File: src/rtl/rxwd_pkg.sv
package rxwd_pkg;

  typedef struct packed {
    logic push;
    logic pop;
    logic gsel;
  } rxwd_evt_t;

  function automatic int cnt_width(input int timeout);
    return $clog2(timeout + 1);
  endfunction

  function automatic int ctx_width(input int nch);
    return (nch > 1) ? $clog2(nch) : 1;
  endfunction

endpackage

File: src/rtl/rxwd_evt_decode.sv
module rxwd_evt_decode
  import rxwd_pkg::*;
#(
  parameter int NUM_CH = 8,
  parameter int CTX_W  = ctx_width(NUM_CH)
) (
  input  logic              clk,
  input  logic              rst,
  input  logic [NUM_CH-1:0] rx_push,
  input  logic [NUM_CH-1:0] rx_pop,
  input  logic              gread,
  input  logic [CTX_W-1:0]  gread_ch,
  output rxwd_evt_t         evt [NUM_CH]
);

  logic [NUM_CH-1:0] gsel_vec;

  for (genvar i = 0; i < NUM_CH; i++) begin : g_dec
    assign gsel_vec[i] = gread && (gread_ch == CTX_W'(i));
    assign evt[i].push = rx_push[i];
    assign evt[i].pop  = rx_pop[i];
    assign evt[i].gsel = gsel_vec[i];
  end

  AST_GREAD_SINGLE: assert property (@(posedge clk) disable iff (rst)
    $onehot0(gsel_vec));

endmodule

File: src/rtl/rxwd_channel.sv
module rxwd_channel
  import rxwd_pkg::*;
#(
  parameter int TIMEOUT = 64,
  parameter int CW      = cnt_width(TIMEOUT)
) (
  input  logic      clk,
  input  logic      rst,
  input  logic      en,
  input  logic      tick,
  input  logic      nonempty,
  input  rxwd_evt_t evt,
  output logic      status_o
);

  localparam logic [CW-1:0] LAST = CW'(TIMEOUT - 1);
  localparam logic [CW-1:0] TOP  = CW'(TIMEOUT);

  logic [CW-1:0] cnt_q;
  logic          st_q;
  logic          clr;
  logic          adv;

  assign clr = evt.push | evt.pop | evt.gsel;
  assign adv = tick & nonempty & ~st_q;

  always_ff @(posedge clk) begin
    if (rst || !en) begin
      cnt_q <= '0;
      st_q  <= 1'b0;
    end else if (clr) begin
      cnt_q <= '0;
      st_q  <= 1'b0;
    end else if (adv) begin
      cnt_q <= cnt_q + 1'b1;
      if (cnt_q == LAST) st_q <= 1'b1;
    end
  end

  assign status_o = st_q;

  AST_CNT_SATURATES: assert property (@(posedge clk) disable iff (rst)
    cnt_q <= TOP);

  AST_STATUS_HOLDS: assert property (@(posedge clk) disable iff (rst)
    (st_q && en && !clr) |=> st_q);

  AST_CLEAR_ZEROES: assert property (@(posedge clk) disable iff (rst)
    (en && clr) |=> (cnt_q == '0) && !st_q);

  AST_DISABLED_IDLE: assert property (@(posedge clk) disable iff (rst)
    !en |=> (cnt_q == '0) && !st_q);

  AST_RISE_ON_TICK: assert property (@(posedge clk) disable iff (rst)
    $rose(st_q) |-> $past(tick && nonempty && en && !clr));

  AST_EMPTY_HOLDS: assert property (@(posedge clk) disable iff (rst)
    (en && !nonempty && !clr) |=> $stable(cnt_q));

endmodule

File: src/rtl/rxwd_irq.sv
module rxwd_irq #(
  parameter int NUM_CH = 8
) (
  input  logic              clk,
  input  logic              rst,
  input  logic [NUM_CH-1:0] status,
  input  logic [NUM_CH-1:0] mask,
  output logic [NUM_CH-1:0] irq,
  output logic              irq_any
);

  logic [NUM_CH-1:0] req;
  assign req = status & mask;

  always_ff @(posedge clk) begin
    if (rst) begin
      irq     <= '0;
      irq_any <= 1'b0;
    end else begin
      irq     <= req;
      irq_any <= |req;
    end
  end

  AST_MASK_BLOCKS: assert property (@(posedge clk) disable iff (rst)
    (mask == '0) |=> !irq_any);

  AST_IRQ_FOLLOWS: assert property (@(posedge clk) disable iff (rst)
    (status == '0) |=> (irq == '0));

endmodule

File: src/rtl/rx_idle_watchdog.sv
module rx_idle_watchdog
  import rxwd_pkg::*;
#(
  parameter int NUM_CH  = 8,
  parameter int TIMEOUT = 64,
  parameter int CTX_W   = ctx_width(NUM_CH)
) (
  input  logic              clk,
  input  logic              rst,
  input  logic [NUM_CH-1:0] bit_tick,
  input  logic [NUM_CH-1:0] fifo_nonempty,
  input  logic [NUM_CH-1:0] rx_push,
  input  logic [NUM_CH-1:0] rx_pop,
  input  logic              gread,
  input  logic [CTX_W-1:0]  gread_ch,
  input  logic [NUM_CH-1:0] wd_enable,
  input  logic [NUM_CH-1:0] wd_mask,
  output logic [NUM_CH-1:0] wd_status,
  output logic [NUM_CH-1:0] wd_irq,
  output logic              irq_any
);

  localparam int CW = cnt_width(TIMEOUT);

  rxwd_evt_t evt [NUM_CH];

  rxwd_evt_decode #(.NUM_CH(NUM_CH), .CTX_W(CTX_W)) u_dec (
    .clk      (clk),
    .rst      (rst),
    .rx_push  (rx_push),
    .rx_pop   (rx_pop),
    .gread    (gread),
    .gread_ch (gread_ch),
    .evt      (evt)
  );

  for (genvar i = 0; i < NUM_CH; i++) begin : g_ch
    rxwd_channel #(.TIMEOUT(TIMEOUT), .CW(CW)) u_ch (
      .clk      (clk),
      .rst      (rst),
      .en       (wd_enable[i]),
      .tick     (bit_tick[i]),
      .nonempty (fifo_nonempty[i]),
      .evt      (evt[i]),
      .status_o (wd_status[i])
    );
  end

  rxwd_irq #(.NUM_CH(NUM_CH)) u_irq (
    .clk     (clk),
    .rst     (rst),
    .status  (wd_status),
    .mask    (wd_mask),
    .irq     (wd_irq),
    .irq_any (irq_any)
  );

  AST_RESET_CLEAN: assert property (@(posedge clk)
    rst |=> (wd_status == '0) && (wd_irq == '0) && !irq_any);

endmodule

File: config.mk
export PLATFORM = sky130hd
export DESIGN_NAME = rx_idle_watchdog
export DESIGN_NICKNAME = d
export VERILOG_FILES = /design/src/rtl/rxwd_pkg.sv /design/src/rtl/rxwd_evt_decode.sv /design/src/rtl/rxwd_channel.sv /design/src/rtl/rxwd_irq.sv /design/src/rtl/rx_idle_watchdog.sv
export SDC_FILE = /design/constraint.sdc
export NUM_CORES = 1
export LEC_CHECK = 0
export ABC_AREA = 1
export ABC_CLOCK_PERIOD_IN_PS = 1200
export BUFFER_PORTS_ARGS = -buffer_cell sky130_fd_sc_hd__buf_2
export CAP_MARGIN = 20
export CELL_PAD_IN_SITES_DETAIL_PLACEMENT = 1
export CELL_PAD_IN_SITES_GLOBAL_PLACEMENT = 2
export CORE_AREA = 2 2 121 123
export CTS_BUF_LIST = sky130_fd_sc_hd__clkbuf_4 sky130_fd_sc_hd__clkbuf_8
export DETAILED_ROUTE_END_ITERATION = 10
export DIE_AREA = 0 0 123 125
export GPL_TIMING_DRIVEN = 0
export PLACE_DENSITY = 0.77
export SYNTH_ARGS = -nofsm -noshare
export SYNTH_HDL_FRONTEND = slang
export SYNTH_SLANG_ARGS = --single-unit
File: constraint.sdc
create_clock -name clk -period 1.2 [get_ports clk]
set_clock_uncertainty 0.1 [all_clocks]
set_input_delay 0.24 -clock clk [delete_from_list [all_inputs] [get_ports clk]]
set_output_delay 0.24 -clock clk [all_outputs]
set_load 0.02 [all_outputs]
After elaboration in Yosys (flattened, before gate mapping) --
Index checks and enable logic that the tools add are counted.
Operators by class: add/sub/neg operators 8, reduce and logical (&&, ||, !) cells 42, bitwise gates (word level) 41, equal/unequal tests 15
Operators with widths (count):
- $add A7 B1 Y7 const B | 8
- $eq A7 B6 Y1 const B | 8
- $and A1 B1 Y1 | 16
- $or A1 B1 Y1 | 16
- $reduce_and A2 Y1 | 8
- $reduce_or A2 Y1 | 8
- $eq A3 B3 Y1 const B | 4
- $and A8 B8 Y8 | 1
- $logic_and A1 B1 Y1 | 8
- $logic_not A1 Y1 | 8
- $logic_or A1 B1 Y1 | 8
- $not A1 Y1 | 8
- $reduce_or A8 Y1 | 1
- $eq A3 B2 Y1 const B | 2
- $eq A3 B1 Y1 const B | 1
- $logic_not A3 Y1 | 1
Storage, ports and cells: input bits 54, output and inout port bits 17, logic and storage cells 124, flip-flop bits (word level) 73

Depth between registers and ports, before layout --
Gate-level depths: netlist of run 1.
depth after elaboration 4, gate-level depth with buffers 8, depth with buffers taken out 7

Hierarchy --
From an unflattened synthesis of run 1, not the netlist that was laid out.
Second synthesis, totals: cell total of the unflattened synthesis 554, area total of the unflattened synthesis 3699.8 um^2
Modules (own cells, without submodules):
- rxwd_channel | seq. area each 160.2 um^2, area each 405.4 um^2, cells an instance 61, instances 8
- rxwd_irq | seq. area each 180.2 um^2, area each 272.8 um^2, cells an instance 33, instances 1
- rxwd_evt_decode | seq. area each 0.0 um^2, area each 183.9 um^2, cells an instance 33, instances 1

Worst setup path after synthesis of run 1 --
No wires, ideal clock.
kind register -> register, from register g_ch[2].u_ch.cnt_q[0], to register g_ch[2].u_ch.cnt_q[1], buffers on the path 0, data arrival time 0.992 ns, setup time 0.116 ns, stages on the path, launching flop included 5, slack -0.008 ns, required time 0.984 ns, period minus slack after synthesis 1.208 ns, path through dfxtp_1 -> ha_1 -> or2_2 -> o211ai_1 -> inv_1
Between the ends: cells in the longest elaborated chain, start to end 1
Ends and longest elaborated chain:
- start, declared | line rxwd_channel.sv:19 | logic [CW-1:0] cnt_q;
- start signal, assigned | line rxwd_channel.sv:35 | cnt_q <= cnt_q + 1'b1;
- $add A7 B1 Y7 | line rxwd_channel.sv:35
Every way passes these cells. A chain may end at the register's enable or synchronous reset.

Worst setup path after layout of run 1 --
from register g_ch[4].u_ch.st_q, to output port wd_status[4]
RTL lines:
- start, declared | line rxwd_channel.sv:20 | logic st_q;
- start signal, assigned | line rxwd_channel.sv:30 | st_q <= 1'b0;
- start signal, assigned | line rxwd_channel.sv:33 | st_q <= 1'b0;
- start signal, assigned | line rxwd_channel.sv:36 | if (cnt_q == LAST) st_q <= 1'b1;
- end, declared | line rx_idle_watchdog.sv:18 | output logic [NUM_CH-1:0] wd_status,
No word-level cell between the ends.

==> results_dict.tcl, run 1 <==
set metrics [dict create \
    antenna_found_initial 0 \
    pwr-share-seq 0.520 \
    met1_usage 0.177 \
    synth_fp_nets 625 \
    grt_usage 0.142 \
    drive_gt1_frac 0.398 \
    fill_cells 1776 \
    final_cells 852 \
    cp.required_ns 0.86 \
    max_clock_freq_ghz 0.769 \
    port-buffer-count 69 \
    min_to "u_irq.irq[3]" \
    hold_viol 0 \
    drt-initial-drc-count 120 \
    rr_endpoint "g_ch[5].u_ch.cnt_q[3]" \
    finalSetupViolCount 8 \
    yosys_warnings 0 \
    root_buffer "clkbuf_8" \
    worstSetupPathType "flip-flop to primary output" \
    worst-slew-pin-transition_ns 0.306 \
    multiInputGateArea_sq_um 2430 \
    timing.rr.start "g_ch[5].u_ch.status_o" \
    clk_pin_slew_ns 0.07 \
    dieArea_sq_um 15400 \
    start_util 0.272 \
    period_share 1.08 \
    violations "setup timing" \
    rows 44 \
    intPower_mw 3.45 \
    first_pass_iters 4 \
    cts.sinks 73 \
    vias_per_cell 4.40 \
    cp-start-kind "flip-flop" \
    hpwlAfterDp_mm 7.90 \
    hold_path.startpoint "wd_mask[3]" \
    syn-cell-area_sq_um 3860 \
    clockBufferDepth 2 \
    detail-route-antenna-nets 0 \
    dp.cells 816 \
    drc 0 \
    drt-total-wl_mm 10.7 \
    io-pin-count 71 \
    power_density_nw_per_um2 850 \
    maxCapViolCount 0 \
    use_met2 0.237 \
    switchingPower_mw 1.15 \
    diodes 0 \
    clock_latency_ns 0.36 \
    min_path_cells 3 \
    grt_overflow 0 \
    met3_usage 0.0278 \
    clkPwrFrac 0.395 \
    hp-class "input port to flip-flop" \
    ctsHoldBuffers 0 \
    design.core.area_sq_um 14200 \
    synthCells 563 \
    fin_nets 728 \
    synth_seq_cells 73 \
    setup.worst_path.end_class "primary output" \
    grt_pass1_wl_mm 17.2 \
    tritoncts "built" \
    synth_ff_type "dfxtp_1" \
    peakVddDrop_mv 0.315 \
    critPathMaxStageDelay_ns 0.37 \
    seqCellArea_sq_um 1550 \
    path_cells "buf_6 > buf_6" \
    arrival_ns 0.96 \
    grt-busiest-layer "met2" \
    synth_edf_count 0 \
    worstPathMaxFanout 4 \
    fp.dieH_um 125 \
    rr_worst_depth 6 \
    synth_cell_type_count 33 \
    die_width_um 123 \
    grt_max_degree 11 \
    area_delta_synth_final_pct 40.1 \
    seq_area_frac_synth 0.379 \
    worst_path_most_repeated_cell "buf_6" \
    fin_tns_setup_ns -0.617 \
    rrSetupSlack_ns 0.01 \
    p_leak_nw 2.13 \
    num_vias 3752 \
    avgRoutedWirePerCell_um 12.6 \
    status "finished, violations left" \
    htreeDepth 3 \
    cp_slowest_cell "dfxtp_4" \
    async_flop_share 0 \
    switching_share 0.249 \
    worst_slack_ns -0.101 \
    max_slew_margin 0.796 \
    synth_area_per_cell_sq_um 6.86 \
    cts_buffers 9 \
    slew_viol_final 0 \
    combPwrFrac 0.086 \
    fin_crit_ns 1.30 \
    rsz0062_at_grt "true" \
    grt_pass1_vias 3730 \
    gp_congestion 0.792 \
]
## per-stage QoR
stage                     power [mW]  area, sq um   util  setup WS, ns  hold slack [ns]
after CTS                       4.70         4960  0.349        -0.131           0.0212
after floorplan                 2.66         3860      -        0.0399            0.283
after global routing            4.83         5410  0.381        -0.141           0.0425
after detailed placement        2.82         4440  0.313        -0.134            0.355
final                           4.59         5410  0.381        -0.101           0.0326
after global placement          2.81         4440  0.313       -0.0941            0.342
## cells in the mapped netlist, types with 2 or more instances
library cell / n / area, sq um
nand2_1: 138 / 518
nor2_1: 113 / 424
dfxtp_1: 73 / 1460
inv_1: 70 / 263
nand3_1: 30 / 150
a21oi_1: 19 / 95.1
nor2_2: 16 / 100
nor3_1: 10 / 50.1
buf_4: 8 / 60.1
ha_1: 8 / 100
nand3b_1: 8 / 60.1
inv_2: 7 / 26.3
o21ai_1: 7 / 35.0
nor3_2: 6 / 60.1
o21ai_2: 6 / 52.6
or2_1: 6 / 37.5
xor2_1: 6 / 52.6
nand2_2: 5 / 31.3
nand2_4: 4 / 45.0
nand3_2: 4 / 40.0
nor3_4: 3 / 48.8
a21oi_2: 2 / 17.5
nand4_1: 2 / 12.5
nor2_4: 2 / 22.5
xnor2_1: 2 / 17.5
## cell families after synthesis
| family | after synthesis | share of synthesized area |
|---|---|---|
| simple gates | 349 | 0.418 |
| compound gates | 37 | 0.0600 |
| flops | 73 | 0.379 |
| buf+inv | 88 | 0.0992 |
| fa+ha+maj | 8 | 0.0259 |
| xor+xnor | 8 | 0.0182 |
## critical path, delay by kind of cell, from the launching register on
| kind | cells | cell delay (ns) |
|---|---|---|
| flip-flops | 1 | 0.37 |
| buffers and inverters | 2 | 0.23 |
## state kept, by name, summed over array words and instances (netlist names)
name                count
u_irq.irq               8
u_irq.irq_any           1
g_ch.u_ch.cnt_q        56
g_ch.u_ch.status_o      8
## power groups by stage
stage	sequential, mW	combinational [mW]	clock (mW)
2_1_floorplan	2.48	0.177	0
5_1_grt	2.39	0.436	2.00
6_report	2.39	0.394	1.81
3_3_place_gp	2.48	0.331	0
3_5_place_dp	2.48	0.340	0
4_1_cts	2.42	0.363	1.91
## layout by cell type (no fill, tap or decap), types with 6 or more instances in the layout
| master | netlist | final |
|---|---|---|
| dfxtp_4 | 0 | 19 |
| nand2_1 | 138 | 127 |
| xor2_1 | 6 | 6 |
| nand3b_1 | 8 | 8 |
| or2_1 | 6 | 6 |
| nor2_1 | 113 | 90 |
| buf_6 | 1 | 23 |
| nand2_2 | 5 | 13 |
| o21ai_2 | 6 | 7 |
| o21ai_1 | 7 | 6 |
| ha_4 | 0 | 8 |
| nand2_4 | 4 | 7 |
| dfxtp_2 | 0 | 12 |
| nor2_4 | 2 | 18 |
| buf_4 | 8 | 23 |
| nand3_4 | 0 | 8 |
| buf_2 | 0 | 55 |
| dfxtp_1 | 73 | 42 |
| clkbuf_8 | 0 | 12 |
| nor3_2 | 6 | 7 |
| nand3_1 | 30 | 22 |
| nor3_1 | 10 | 9 |
| a21oi_2 | 2 | 6 |
| inv_2 | 7 | 8 |
| a21oi_1 | 19 | 15 |
| nor2_2 | 16 | 23 |
| inv_1 | 70 | 65 |
## how the worst max path moves through the flow
stage          cells after the start                     to             startpoint
2_1_floorplan                      4  g_ch[2].u_ch.cnt_q[1]  g_ch[2].u_ch.cnt_q[0]
3_3_place_gp                       7  g_ch[5].u_ch.cnt_q[5]            gread_ch[1]
3_5_place_dp                       5  g_ch[6].u_ch.cnt_q[6]  g_ch[6].u_ch.cnt_q[0]
4_1_cts                            2           wd_status[4]  g_ch[4].u_ch.status_o
5_1_grt                            2           wd_status[4]  g_ch[4].u_ch.status_o
6_report                           2           wd_status[4]  g_ch[4].u_ch.status_o
## final cells by class
type,instances,share of cell area
well taps,184,0.0426
clock buffers,13,0.0319
repair buffers,92,0.112
flip-flops and latches,73,0.286
inverters,79,0.0595
plain buffers,9,0.0187
multi-input cells,402,0.449
## layer usage
metal / wire length, um / share of wire
met5: 0 / 0
met4: 195 / 0.018
met3: 414 / 0.039
met2: 5400 / 0.50
met1: 4720 / 0.44
## timing repair
item / 4_1_cts / 5_1_grt
gates resized for setup: 90 / 96
pin swaps: 6 / 44
buffers inserted: 7 / 16
endpoints found under the setup margin: 45 / 58
Power figures use the tool's default switching activity.
==> run 2, diff against run 1 <==
--- a/config.mk
+++ b/config.mk
@@ -11,12 +11,12 @@
 export CAP_MARGIN = 20
 export CELL_PAD_IN_SITES_DETAIL_PLACEMENT = 1
 export CELL_PAD_IN_SITES_GLOBAL_PLACEMENT = 2
-export CORE_AREA = 2 2 121 123
-export CTS_BUF_LIST = sky130_fd_sc_hd__clkbuf_4 sky130_fd_sc_hd__clkbuf_8
+export CORE_AREA = 2 2 123 125
+export CTS_BUF_LIST = sky130_fd_sc_hd__clkbuf_16
 export DETAILED_ROUTE_END_ITERATION = 10
-export DIE_AREA = 0 0 123 125
+export DIE_AREA = 0 0 125 127
 export GPL_TIMING_DRIVEN = 0
-export PLACE_DENSITY = 0.77
+export PLACE_DENSITY = 0.75
 export SYNTH_ARGS = -nofsm -noshare
 export SYNTH_HDL_FRONTEND = slang
 export SYNTH_SLANG_ARGS = --single-unit
==> run 2 against run 1 <==
Effect of this change: the flow still finishes with violations (setup timing); register-to-register slack barely moved; die area rose by 3.3%; maximum frequency rose by 2.7%; sequential cell count did not move; worst hold slack improved by 0.014 ns; setup slack improved by 0.035 ns; critical path depth did not move; cell area rose by 1.1%; core utilization fell by 0.16 points; largest power group is now the clock network.
==> results_dict.tcl, run 2 (same netlist as run 1, synthesis figures left out) <==
set metrics [dict create \
    switchingPower_mw 1.29 \
    rsz0062_at_grt "true" \
    drt-initial-drc-count 123 \
    grt_pass1_wl_mm 17.7 \
    period_share 1.05 \
    arrival_ns 0.93 \
    avgRoutedWirePerCell_um 12.5 \
    critPathMaxStageDelay_ns 0.36 \
    switching_share 0.221 \
    hpwlAfterDp_mm 7.90 \
    clockBufferDepth 2 \
    cp_top_family "flip-flops" \
    detail-route-antenna-nets 0 \
    p_leak_nw 2.17 \
    maxCapViolCount 0 \
    root_buffer "clkbuf_16" \
    worstPathMaxFanout 4 \
    path_cells "buf_6 > buf_6" \
    die_width_um 125 \
    port-buffer-count 69 \
    fp.dieH_um 127 \
    status "finished, violations left" \
    fin_total_pwr_mw 5.84 \
    fin_nets 720 \
    num_vias 3692 \
    fin_crit_ns 1.27 \
    use_met2 0.230 \
    grt_usage 0.138 \
    cts.sinks 73 \
    violations "setup timing" \
    cp_slowest_cell "dfxtp_4" \
    finalSetupViolCount 8 \
    ctsHoldBuffers 0 \
    cp.required_ns 0.86 \
    worst_path_most_repeated_cell "buf_6" \
    fin_tns_setup_ns -0.439 \
    combPwrFrac 0.064 \
    setup.worst_path.end_class "primary output" \
    power_density_nw_per_um2 1070 \
    hp-class "input port to flip-flop" \
    start_util 0.268 \
    tritoncts "built" \
    gp_congestion 0.790 \
    met1_usage 0.173 \
    grt-busiest-layer "met2" \
    max_clock_freq_ghz 0.790 \
    cts_buffers 9 \
    worst_slack_ns -0.0660 \
    cp-start-kind "flip-flop" \
    area_delta_synth_final_pct 41.6 \
    slew_viol_final 0 \
    hold_viol 0 \
    clkPwrFrac 0.526 \
    first_pass_iters 4 \
    io-pin-count 71 \
    pwr-share-seq 0.410 \
    max_slew_margin 0.778 \
    cp_num_buf_inv 2 \
    largest_reg_flops 56 \
    drt-total-wl_mm 10.6 \
    met3_usage 0.0360 \
    intPower_mw 4.55 \
    vias_per_cell 4.36 \
    clk_pin_slew_ns 0.06 \
    antenna_found_initial 0 \
    dieArea_sq_um 15900 \
    rows 44 \
    grt_max_degree 13 \
    worstSetupPathType "flip-flop to primary output" \
    grt_overflow 0 \
    peakVddDrop_mv 0.672 \
    final_common_cell "nand2_1" \
    layout_common_cells "nand2_1 (131), nor2_1 (89), inv_1 (68), buf_2 (59), dfxtp_1 (40)" \
    worst-slew-pin-transition_ns 0.333 \
    regMostFlops "g_ch.u_ch.cnt_q" \
    diodes 0 \
    drc 0 \
    drive_gt1_frac 0.391 \
    htreeDepth 3 \
    clock_latency_ns 0.34 \
    grt_pass1_vias 3704 \
    design.core.area_sq_um 14400 \
]
run 2: per-stage QoR:
step | worst slack [ns] | utilization | cell area (sq um) | instances | hold WS, ns
floorplan | 0.0399 | - | 3860 | 563 | 0.283
global placement | -0.0828 | 0.308 | 4440 | 816 | 0.342
detailed placement | -0.131 | 0.308 | 4440 | 816 | 0.352
CTS | -0.0826 | 0.350 | 5050 | 837 | 0.0384
global route | -0.100 | 0.379 | 5470 | 847 | 0.0558
finish | -0.0660 | 0.379 | 5470 | 847 | 0.0461
run 2: worst paths after layout:
path | cells after the start | end | slack (ns) | startpoint
max | 2 | wd_status[6] | -0.07 | g_ch[6].u_ch.status_o
min | 2 | u_irq.irq[6] | 0.05 | rst
max reg2reg | 5 | g_ch[7].u_ch.cnt_q[4] | 0.01 | g_ch[7].u_ch.status_o
min reg2reg | 2 | g_ch[0].u_ch.cnt_q[6] | 0.37 | g_ch[0].u_ch.cnt_q[6]
run 2: worst register-to-register path: stages, from the launching register on:
cell     delay (ns)
dfxtp_2        0.34
inv_2          0.10
nand3_4        0.13
buf_6          0.15
nor3b_4        0.20
nor3_2         0.06
run 2: layout make-up:
| class | instances | area [sq um] |
|---|---|---|
| Inverter | 79 | 312 |
| Clock buffer | 9 | 225 |
| Multi-Input combinational cell | 402 | 2420 |
| Clock inverter | 7 | 110 |
| Timing Repair Buffer | 84 | 520 |
| Fill cell | 1784 | 8960 |
| Sequential cell | 73 | 1550 |
| Tap cell | 184 | 230 |
| Buffer | 9 | 101 |
run 2: power by group through the flow:
stage	Clock, mW	Sequential, mW	Combinational [mW]
final	3.07	2.39	0.377
after global routing	3.27	2.39	0.421
after CTS	3.18	2.43	0.348
after detailed placement	0	2.48	0.334
after global placement	0	2.48	0.327
after floorplan	0	2.48	0.177
run 2: timing repair:
action | CTS | global route
resized for setup | 82 | 88
endpoints found under the setup margin | 49 | 56
buffers inserted | 5 | 10
pin swaps | 6 | 36
run 2: per-layer routing:
metal | vias up | wire length, um
li1 | 1925 | -
met1 | 1703 | 4950
met2 | 52 | 5070
met3 | 12 | 399
met4 | 0 | 131
met5 | - | 0
